<file path="config.mk">
export PLATFORM = sky130hd
export DESIGN_NAME = pwr_mode_seq
export DESIGN_NICKNAME = d
export VERILOG_FILES = /design/src/rtl/pms_pkg.sv /design/src/rtl/pms_req_bits.sv /design/src/rtl/pms_wake_decode.sv /design/src/rtl/pms_stab_timer.sv /design/src/rtl/pms_pin_ovr.sv /design/src/rtl/pms_pof.sv /design/src/rtl/pwr_mode_seq.sv
export SDC_FILE = /design/constraint.sdc
export NUM_CORES = 1
export LEC_CHECK = 0
export ABC_AREA = 1
export CORE_MARGIN = 5
export CORE_UTILIZATION = 46
export CTS_CLUSTER_DIAMETER = 60
export DETAILED_ROUTE_END_ITERATION = 6
export PLACE_DENSITY = 0.91
export SYNTH_ARGS = -nofsm -noshare
export SYNTH_HDL_FRONTEND = slang
export SYNTH_SLANG_ARGS = --single-unit
</file>
<file path="constraint.sdc">
create_clock -name clk_i -period 3 [get_ports clk_i]
set_input_delay 0.45 -clock clk_i [delete_from_list [all_inputs] [get_ports clk_i]]
set_output_delay 0.45 -clock clk_i [all_outputs]
set_load 0.02 [all_outputs]
</file>
<file path="src/rtl/pms_pkg.sv">
package pms_pkg;
   typedef enum logic [2:0] {
      PMS_RUN      = 3'd0,
      PMS_IDLE     = 3'd1,
      PMS_PD_SLEEP = 3'd2,
      PMS_PD_WARM  = 3'd3,
      PMS_PD_HOLD  = 3'd4
   } pms_state_e;

   function automatic logic pms_is_pd(pms_state_e s);
      return (s == PMS_PD_SLEEP) || (s == PMS_PD_WARM) || (s == PMS_PD_HOLD);
   endfunction
endpackage

</file>
<file path="src/rtl/pms_req_bits.sv">
module pms_req_bits (
   input  logic clk_i,
   input  logic rst_n,
   input  logic in_run_i,
   input  logic idle_wr_i,
   input  logic pd_wr_i,
   input  logic wake_i,
   output logic idle_req_o,
   output logic pd_req_o
);
   always_ff @(posedge clk_i or negedge rst_n) begin
      if (!rst_n) begin
         idle_req_o <= 1'b0;
         pd_req_o   <= 1'b0;
      end else if (wake_i) begin
         idle_req_o <= 1'b0;
         pd_req_o   <= 1'b0;
      end else if (in_run_i) begin
         if (idle_wr_i) idle_req_o <= 1'b1;
         if (pd_wr_i)   pd_req_o   <= 1'b1;
      end
   end


   no_idle_set_asleep_chk: assert property (@(posedge clk_i) disable iff (!rst_n)
      (!in_run_i && !idle_req_o) |=> !idle_req_o);

   no_pd_set_asleep_chk: assert property (@(posedge clk_i) disable iff (!rst_n)
      (!in_run_i && !pd_req_o) |=> !pd_req_o);
endmodule

</file>
<file path="src/rtl/pms_wake_decode.sv">
module pms_wake_decode #(
   parameter int N_IRQ        = 8,
   parameter int N_EXT        = 2,
   parameter bit EDGE_IN_IDLE = 1'b1
) (
   input  logic             clk_i,
   input  logic             rst_n,
   input  logic [N_IRQ-1:0] irq_i,
   input  logic [N_IRQ-1:0] irq_en_i,
   input  logic [N_EXT-1:0] pin_n_i,
   input  logic [N_EXT-1:0] ext_en_i,
   input  logic [N_EXT-1:0] ext_lvl_i,
   output logic             idle_wake_o,
   output logic             pd_wake_o
);
   logic [N_EXT-1:0] prev_q;
   logic [N_EXT-1:0] lvl_act;
   logic [N_EXT-1:0] edge_act;
   logic             edge_any;

   for (genvar g = 0; g < N_EXT; g++) begin : g_pin
      always_ff @(posedge clk_i or negedge rst_n) begin
         if (!rst_n) prev_q[g] <= 1'b1;
         else        prev_q[g] <= pin_n_i[g];
      end
      assign lvl_act[g]  = ext_en_i[g] &  ext_lvl_i[g] & ~pin_n_i[g];
      assign edge_act[g] = ext_en_i[g] & ~ext_lvl_i[g] & prev_q[g] & ~pin_n_i[g];
   end

   if (EDGE_IN_IDLE) begin : g_edge_on
      assign edge_any = |edge_act;
   end else begin : g_edge_off
      assign edge_any = 1'b0;
   end

   assign pd_wake_o   = |lvl_act;
   assign idle_wake_o = (|(irq_i & irq_en_i)) | pd_wake_o | edge_any;


   pd_wake_needs_level_chk: assert property (@(posedge clk_i) disable iff (!rst_n)
      pd_wake_o |-> (|(ext_lvl_i & ext_en_i & ~pin_n_i)));
endmodule

</file>
<file path="src/rtl/pms_stab_timer.sv">
module pms_stab_timer #(
   parameter int STAB_CYCLES = 1024
) (
   input  logic clk_i,
   input  logic rst_n,
   input  logic run_i,
   output logic done_o
);
   localparam int CNT_W = (STAB_CYCLES > 1) ? $clog2(STAB_CYCLES) : 1;
   localparam logic [CNT_W-1:0] LAST = CNT_W'(STAB_CYCLES - 1);

   if (STAB_CYCLES < 1) begin : g_bad_stab
      $error("STAB_CYCLES must be at least 1");
   end

   logic [CNT_W-1:0] cnt_q;

   always_ff @(posedge clk_i or negedge rst_n) begin
      if (!rst_n)           cnt_q <= '0;
      else if (!run_i)      cnt_q <= '0;
      else if (cnt_q != LAST) cnt_q <= cnt_q + 1'b1;
   end

   assign done_o = run_i && (cnt_q == LAST);


   stab_cnt_range_chk: assert property (@(posedge clk_i) disable iff (!rst_n)
      cnt_q <= LAST);

   stab_restart_chk: assert property (@(posedge clk_i) disable iff (!rst_n)
      !run_i |=> (cnt_q == '0));
endmodule

</file>
<file path="src/rtl/pms_pin_ovr.sv">
module pms_pin_ovr
   import pms_pkg::*;
(
   input  pms_state_e state_i,
   input  logic       ext_prog_i,
   output logic       pin_ovr_o,
   output logic       ale_lvl_o,
   output logic       psen_lvl_o,
   output logic       p0_float_o,
   output logic       p2_addr_o
);
   logic in_idle;
   logic in_pd;

   assign in_idle = (state_i == PMS_IDLE);
   assign in_pd   = pms_is_pd(state_i);

   always_comb begin
      pin_ovr_o  = in_idle | in_pd;
      ale_lvl_o  = in_idle;
      psen_lvl_o = in_idle;
      p0_float_o = pin_ovr_o & ext_prog_i;
      p2_addr_o  = in_idle & ext_prog_i;
   end


   always_comb begin
      p2_addr_float_chk: assert (!p2_addr_o || p0_float_o);
   end
endmodule

</file>
<file path="src/rtl/pms_pof.sv">
module pms_pof (
   input  logic clk_i,
   input  logic por_n_i,
   input  logic wr_i,
   input  logic wdata_i,
   output logic pof_o
);
   always_ff @(posedge clk_i or negedge por_n_i) begin
      if (!por_n_i)  pof_o <= 1'b1;
      else if (wr_i) pof_o <= wdata_i;
   end


   pof_hold_chk: assert property (@(posedge clk_i) disable iff (!por_n_i)
      !wr_i |=> $stable(pof_o));
endmodule

</file>
<file path="src/rtl/pwr_mode_seq.sv">
module pwr_mode_seq
   import pms_pkg::*;
#(
   parameter int STAB_CYCLES  = 1024,
   parameter int N_IRQ        = 8,
   parameter int N_EXT        = 2,
   parameter bit EDGE_IN_IDLE = 1'b1
) (
   input  logic             clk_i,
   input  logic             por_n_i,
   input  logic             rst_n_i,
   input  logic             idle_wr_i,
   input  logic             pd_wr_i,
   input  logic             pof_wr_i,
   input  logic             pof_wdata_i,
   input  logic [N_IRQ-1:0] irq_i,
   input  logic [N_IRQ-1:0] irq_en_i,
   input  logic [N_EXT-1:0] ext_pin_n_i,
   input  logic [N_EXT-1:0] ext_en_i,
   input  logic [N_EXT-1:0] ext_lvl_i,
   input  logic             ext_prog_i,
   output logic             cpu_clk_en_o,
   output logic             per_clk_en_o,
   output logic             osc_en_o,
   output logic             idle_req_o,
   output logic             pd_req_o,
   output logic             pin_ovr_o,
   output logic             ale_lvl_o,
   output logic             psen_lvl_o,
   output logic             p0_float_o,
   output logic             p2_addr_o,
   output logic             pof_o
);
   if (N_IRQ < 1 || N_EXT < 1) begin : g_bad_width
      $error("N_IRQ and N_EXT must be at least 1");
   end

   logic       rst_n;
   pms_state_e state_q, state_d;
   logic       idle_wake, pd_wake, stab_done, wake_done;

   assign rst_n = por_n_i & rst_n_i;

   pms_wake_decode #(.N_IRQ(N_IRQ), .N_EXT(N_EXT), .EDGE_IN_IDLE(EDGE_IN_IDLE)) u_wake (
      .clk_i(clk_i), .rst_n(rst_n), .irq_i(irq_i), .irq_en_i(irq_en_i),
      .pin_n_i(ext_pin_n_i), .ext_en_i(ext_en_i), .ext_lvl_i(ext_lvl_i),
      .idle_wake_o(idle_wake), .pd_wake_o(pd_wake));

   pms_stab_timer #(.STAB_CYCLES(STAB_CYCLES)) u_stab (
      .clk_i(clk_i), .rst_n(rst_n), .run_i(state_q == PMS_PD_WARM), .done_o(stab_done));

   pms_req_bits u_req (
      .clk_i(clk_i), .rst_n(rst_n), .in_run_i(state_q == PMS_RUN),
      .idle_wr_i(idle_wr_i), .pd_wr_i(pd_wr_i), .wake_i(wake_done),
      .idle_req_o(idle_req_o), .pd_req_o(pd_req_o));

   pms_pof u_pof (
      .clk_i(clk_i), .por_n_i(por_n_i), .wr_i(pof_wr_i), .wdata_i(pof_wdata_i), .pof_o(pof_o));

   pms_pin_ovr u_pins (
      .state_i(state_q), .ext_prog_i(ext_prog_i), .pin_ovr_o(pin_ovr_o),
      .ale_lvl_o(ale_lvl_o), .psen_lvl_o(psen_lvl_o),
      .p0_float_o(p0_float_o), .p2_addr_o(p2_addr_o));

   always_comb begin
      state_d   = state_q;
      wake_done = 1'b0;
      unique case (state_q)
         PMS_RUN: begin
            if (pd_req_o)        state_d = PMS_PD_SLEEP;
            else if (idle_req_o) state_d = PMS_IDLE;
         end
         PMS_IDLE: begin
            if (idle_wake) begin
               state_d   = PMS_RUN;
               wake_done = 1'b1;
            end
         end
         PMS_PD_SLEEP: begin
            if (pd_wake) state_d = PMS_PD_WARM;
         end
         PMS_PD_WARM: begin
            if (!pd_wake)       state_d = PMS_PD_SLEEP;
            else if (stab_done) state_d = PMS_PD_HOLD;
         end
         PMS_PD_HOLD: begin
            if (!pd_wake) begin
               state_d   = PMS_RUN;
               wake_done = 1'b1;
            end
         end
         default: state_d = PMS_RUN;
      endcase
   end

   always_ff @(posedge clk_i or negedge rst_n) begin
      if (!rst_n) state_q <= PMS_RUN;
      else        state_q <= state_d;
   end

   always_comb begin
      cpu_clk_en_o = (state_q == PMS_RUN);
      per_clk_en_o = (state_q == PMS_RUN) || (state_q == PMS_IDLE);
      osc_en_o     = (state_q != PMS_PD_SLEEP);
   end


   idle_wake_run_chk: assert property (@(posedge clk_i) disable iff (!rst_n)
      (state_q == PMS_IDLE && idle_wake) |=> (cpu_clk_en_o && !idle_req_o && !pd_req_o));

   pd_priority_chk: assert property (@(posedge clk_i) disable iff (!rst_n)
      (state_q == PMS_RUN && pd_req_o) |=> !osc_en_o);

   pd_stay_asleep_chk: assert property (@(posedge clk_i) disable iff (!rst_n)
      (state_q == PMS_PD_SLEEP && !pd_wake) |=> !osc_en_o);

   warm_abort_chk: assert property (@(posedge clk_i) disable iff (!rst_n)
      (state_q == PMS_PD_WARM && !pd_wake) |=> (state_q == PMS_PD_SLEEP));

   hold_exit_chk: assert property (@(posedge clk_i) disable iff (!rst_n)
      (state_q == PMS_PD_HOLD && !pd_wake) |=> (cpu_clk_en_o && !pd_req_o));

   no_early_exit_chk: assert property (@(posedge clk_i) disable iff (!rst_n)
      (state_q == PMS_PD_WARM) |=> !cpu_clk_en_o);
endmodule

</file>
==> results of run 1 <==
-- per-stage QoR --
step | cells | utilization
after floorplan | 150 | -
after global placement | 216 | 0.673
after detailed placement | 216 | 0.673
after CTS | 220 | 0.685
after global routing | 220 | 0.685
final | 220 | 0.685
-- critical path, delay by kind of cell (launching register included) --
family,cells,cell delay (ns)
simple gates,1,0.31
buf+inv,2,0.73
flops,1,0.45
compound gates,1,0.14
-- cell families (layout without fill, tap and decap cells) --
| kind of cell | count (synthesis) | after routing | synth area share |
|---|---|---|---|
| buf+inv | 23 | 65 | 0.0846 |
| flops | 18 | 18 | 0.421 |
| fa+ha+maj | 1 | 1 | 0.0116 |
| mux | 1 | 1 | 0.0104 |
| xor+xnor | 1 | 1 | 0.00811 |
| compound gates | 15 | 15 | 0.0765 |
| simple gates | 91 | 91 | 0.388 |
-- power groups by stage --
stage	clock network, W	registers (W)	logic [W]
finish	0.000120	0.000328	0.000511
floorplan	0	0.000342	0.000295
global placement	0	0.000326	0.000500
global route	0.000139	0.000334	0.000565
detailed placement	0	0.000331	0.000513
CTS	0.000124	0.000327	0.000516
-- final cells by class --
| class | instances | area, sq um | share of cell area |
|---|---|---|---|
| multi-input cells | 109 | 534 | 0.349 |
| flip-flops and latches | 18 | 454 | 0.297 |
| repair buffers | 40 | 400 | 0.262 |
| inverters | 21 | 78.8 | 0.0516 |
| well taps | 28 | 35.0 | 0.0229 |
| clock buffers | 4 | 26.3 | 0.0172 |
-- worst max-delay path by stage --
stage | startpoint | endpoint | slack (ns) | cells after the start
5_1_grt | state_q[0] | p0_float_o | 0.50 | 4
3_3_place_gp | ext_prog_i | p0_float_o | 0.86 | 4
3_5_place_dp | ext_prog_i | p0_float_o | 0.83 | 4
6_report | state_q[0] | p0_float_o | 0.64 | 4
2_1_floorplan | state_q[1] | p0_float_o | 1.21 | 3
4_1_cts | state_q[0] | p0_float_o | 0.65 | 4
-- routing by layer --
metal  track usage  part of all wire
met3        0.0461              0.11
met1         0.196              0.39
met4        0.0530            0.0098
met2         0.314              0.49
met5             0                 0
-- cell usage after synthesis --
cell type,instances,share of area
a31oi_1,4,0.023
nand4_1,5,0.029
o21ai_0,6,0.028
nor2_2,4,0.023
nand2_1,45,0.16
a21oi_1,4,0.019
dfrtp_1,15,0.35
buf_2,1,0.0046
buf_4,1,0.0070
nand3_1,15,0.070
nand2_2,2,0.012
nor2_4,3,0.031
dfstp_2,3,0.073
o21a_1,1,0.0070
inv_1,21,0.073
xnor2_1,1,0.0081
mux2_2,1,0.010
nand3b_1,1,0.0070
nor2_1,12,0.042
nor3_1,4,0.019
ha_1,1,0.012
-- flip-flops by register name, indices dropped and copies added (netlist names) --
signal,cells
u_stab.cnt_q,10
u_pof.pof_o,1
state_q,3
u_wake.prev_q,2
u_req.idle_req_o,1
u_req.pd_req_o,1
==> flow_summary_export.csv, run 1 <==
group,metric,value,unit
status,outcome,"completed",
clock_tree,numClockSinks,18,
floorplan,ios,41,
clock_tree,cts_hold_buf,0,
layout,drive_gt1_frac,0.0833,
sta,final_max_slew_viol_count,0,
global_routing,grt_use_total,0.173,
layout,n_fill_cell,182,
power,vdd_drop_max,565,uV
synth,ys_warn_count,0,
clock_tree,clock_path_buffers,2,
power,combPwrFrac,0.533,
sta,holdWs,0.495,ns
synth,ys_seq_area_frac,0.421,
worst_setup_path,reg2reg_from,"state_q[2]",
layout,final_cell_mix,"nand2_1, clkdlybuf4s50_1, inv_1, nand3_1, dfrtp_1",
worst_setup_path,path_class,"register to primary output",
power,power_leakage,0.711,nW
run,drv.max_cap_violation_count,0,
floorplan,fp.dieW,58.5,um
global_routing,grt_pass1_vias,1122,
placement,dp_hpwl,2.25,mm
sta,skew,0.00799,ns
routing,drt-pass1-iter-count,4,
floorplan,die_y,58.5,um
worst_setup_path,crit_path_max_fanout,6,
floorplan,start_util,0.483,
power,finalPower,0.000959,W
routing,routedWlPerCell,12.5,um
layout,syn_to_final_growth,41.6,%
floorplan,core-area,2230,sq um
synth,yosys_register_bits,18,
routing,via_per_inst,5.14,
worst_setup_path,worstSetupStartpointType,"register",
floorplan,rows,17,
sta,hold_viol,0,
synth,ys_types,21,
sta,rsz0062_at_grt,"false",
routing,vias,1130,
worst_setup_path,crit_required,2.55,ns
hold_path,hp-class,"input port to asynchronous set/reset pin",
power,seqPwrFrac,0.342,
global_routing,grt_overflow,0,
layout,finalNetCount,224,
placement,pre_cts_ws,0.832,ns
clock_tree,post_cts_buffers,0,
floorplan,dieArea,3420,sq um
worst_setup_path,timing.rr.end,"state_q[2]",
worst_setup_path,crit_chain,"nor3_1 > inv_1 > a31oi_1 > clkdlybuf4s50_1",
synth,synth_nets,181,
power,p_per_area,627,nW/um^2
worst_setup_path,slowest_delay,0.62,ns
synth,postSynthAreaPerCell,7.20,sq um
worst_setup_path,ff2ff_setup_slack,1.30,ns
global_routing,grt_pass1_wl,4.71,mm
sta,worst_slew_pin_slew,0.617,ns
global_routing,antenna_found_initial,0,
placement,placed_area,1500,sq um
synth,netlist_instances,150,
layout,final_area,1530,sq um
sta,min_period_over_period,0.788,
worst_setup_path,endpoint_kind,"primary output",
placement,portBuffers,40,
synth,syn-cell-area,1080,sq um
sta,relSlewSlack,0.588,
power,p_clk_frac,0.125,
sta,tns,0,ns
routing,drc,0,
worst_setup_path,arrival,1.91,ns
placement,gp_congestion,0.855,
routing,ant_nets,0,
clock_tree,cts_made_buffers,3,
routing,drtIter0Drc,49,
layout,layout_commonest_cell,"nand2_1",
power,p_int,0.000561,W
routing,wl,2.75,mm
clock_tree,root_buffer,"clkbuf_4",
global_routing,grt_max_degree,18,
clock_tree,h-tree-depth,1,
sta,finalWorstSetupSlack,0.635,ns
power,power.switching,0.000399,W
sta,fmax,423,MHz
worst_setup_path,reg2reg_depth,8,
power,switching_share,0.416,
layout,diodes,0,
sta,setup_viol,0,
worst_setup_path,cp_slowest_cell,"clkdlybuf4s50_1",
clock_tree,cts_tree,"built",
sta,period_needed,2.36,ns
clock_tree,clock_latency,0.29,ns
clock_tree,clkTransAtPathRegs,0.10,ns
clock_tree,cts_resized,0,
(Power assumes the default switching activity.)
==> run 2, diff against run 1 <==
CORE_UTILIZATION = 39   (was 46)
PLACE_DENSITY = 0.83   (was 0.91)
clock period = 2.15 ns   (was 3 ns; I/O delays follow)
==> flow_summary_export.csv, run 2 (synthesized netlist as in run 1, its figures left out) <==
group,metric,value,unit
placement,gp_congestion,0.886,
placement,placed_area,1530,sq um
routing,drc,0,
sta,period_needed,2.05,ns
layout,reg.largest.list,"u_stab.cnt_q: 10 flops, state_q: 3 flops, u_wake.prev_q: 2 flops",
routing,drtIter0Drc,35,
worst_setup_path,cp_slowest_cell,"clkdlybuf4s50_1",
routing,drt-pass1-iter-count,4,
layout,drive_gt1_frac,0.108,
routing,ant_nets,0,
global_routing,antenna_found_initial,0,
run,drv.max_cap_violation_count,0,
global_routing,grt_pass1_vias,1111,
sta,relSlewSlack,0.592,
layout,finalNetCount,227,
sta,tns,0,ns
floorplan,rows,19,
power,power_leakage,0.792,nW
floorplan,core-area,2710,sq um
worst_setup_path,crit_path_max_fanout,5,
clock_tree,clock_latency,0.30,ns
routing,routedWlPerCell,11.4,um
worst_setup_path,endpoint_kind,"primary output",
worst_setup_path,crit_required,1.83,ns
worst_setup_path,slowest_delay,0.54,ns
worst_setup_path,worst_path_most_repeated_cell,"inv_1",
routing,wl,2.58,mm
sta,holdWs,0.353,ns
sta,min_period_over_period,0.953,
layout,largest_reg_flops,10,
global_routing,grt_max_degree,18,
clock_tree,cts_made_buffers,3,
clock_tree,cts_hold_buf,0,
clock_tree,clkTransAtPathRegs,0.10,ns
worst_setup_path,worstSetupStartpointType,"register",
routing,via_per_inst,4.99,
worst_setup_path,crit_chain,"inv_1 > nand2_1 > nor2_1 > inv_1 > clkdlybuf4s50_1",
global_routing,grt_overflow,0,
floorplan,ios,41,
hold_path,hp-class,"input port to asynchronous set/reset pin",
clock_tree,clock_path_buffers,2,
placement,dp_hpwl,2.06,mm
floorplan,start_util,0.398,
layout,layout_commonest_cell,"nand2_1",
sta,setup_viol,0,
worst_setup_path,arrival,1.73,ns
clock_tree,root_buffer,"clkbuf_4",
layout,largest_register,"u_stab.cnt_q",
floorplan,fp.dieW,62.6,um
routing,vias,1128,
global_routing,grt_use_total,0.138,
floorplan,die_y,62.6,um
power,p_per_area,899,nW/um^2
global_routing,grt_pass1_wl,4.45,mm
sta,final_max_slew_viol_count,0,
sta,hold_viol,0,
sta,fmax,488,MHz
placement,portBuffers,40,
power,vdd_drop_max,717,uV
layout,final_area,1580,sq um
clock_tree,cts_tree,"built",
status,outcome,"completed",
layout,final_cell_mix,"nand2_1, clkdlybuf4s50_1, inv_1, nand3_1, dfrtp_1",
sta,skew,0.00658,ns
clock_tree,numClockSinks,18,
layout,diodes,0,
clock_tree,h-tree-depth,1,
floorplan,dieArea,3920,sq um
sta,rsz0062_at_grt,"false",
worst_setup_path,path_class,"register to primary output",
sta,worst_slew_pin_slew,0.612,ns
layout,syn_to_final_growth,46.2,%
[run 2: cell count changes in the layout (fill, tap and decap cells not counted)]
cell / delta
clkbuf_8: +1
clkdlybuf4s50_1: -5
dlygate4sd2_1: +1
nor3_1: -1
nor3_2: +1
clkbuf_1: -1
buf_4: +3
dlymetal6s2s_1: +4
[run 2: final timing paths]
kind	startpoint	endpoint	slack, ns	cells after the start
max reg2reg	u_stab.cnt_q[0]	u_stab.cnt_q[0]	0.56	8
min in group clk_i	ext_pin_n_i[1]	u_wake.prev_q[1]	0.46	1
min reg2reg	u_stab.cnt_q[3]	u_stab.cnt_q[3]	0.51	1
min	por_n_i	u_pof.pof_o	0.35	1
max in group asynchronous	por_n_i	u_stab.cnt_q[5]	1.22	3
max	state_q[2]	osc_en_o	0.10	5
[run 2: per-layer routing]
layer / GRT usage / part of all wire / up-vias
li1: - / - / 572
met1: 0.137 / 0.40 / 510
met2: 0.269 / 0.53 / 41
met3: 0.0270 / 0.057 / 5
met4: 0.0584 / 0.017 / 0
met5: 0 / 0 / -
[run 2: layout make-up]
class	count	area (sq um)
Multi-Input combinational cell	109	539
Tap cell	31	38.8
Timing Repair Buffer	43	432
Fill cell	254	1130
Sequential cell	18	454
Inverter	21	78.8
Clock buffer	4	36.3
[run 2: critical path, delay by kind of cell (launching register included)]
family | cells | cell delay, ns
and+or+nand+nor | 2 | 0.32
buffers and inverters | 3 | 0.70
DFF | 1 | 0.41
[run 2: what timing repair did]
action / in CTS / in global routing
gates resized for setup: 2 / 4
pin swaps: 0 / 0
setup buffers: 0 / 0
gates cloned: 0 / 0
setup endpoints to repair: 2 / 4
[run 2: report_power, final]
| group | switching, W | leakage, nW | internal, W |
|---|---|---|---|
| combinational | 0.000416 | 0.539 | 0.000336 |
| clock | 0.000106 | 0.0210 | 0.000103 |
| sequential | 0.0000565 | 0.232 | 0.000402 |
[run 2: through the flow]
| stage | setup WS [ns] | cells | total power (W) | util |
|---|---|---|---|---|
| finish | 0.100 | 226 | 0.00142 | 0.583 |
| detailed placement | 0.257 | 222 | 0.00122 | 0.564 |
| floorplan | 0.486 | 150 | 0.000889 | - |
| CTS | 0.0588 | 226 | 0.00143 | 0.579 |
| global route | 0.0357 | 226 | 0.00153 | 0.583 |
| global placement | 0.263 | 222 | 0.00121 | 0.564 |
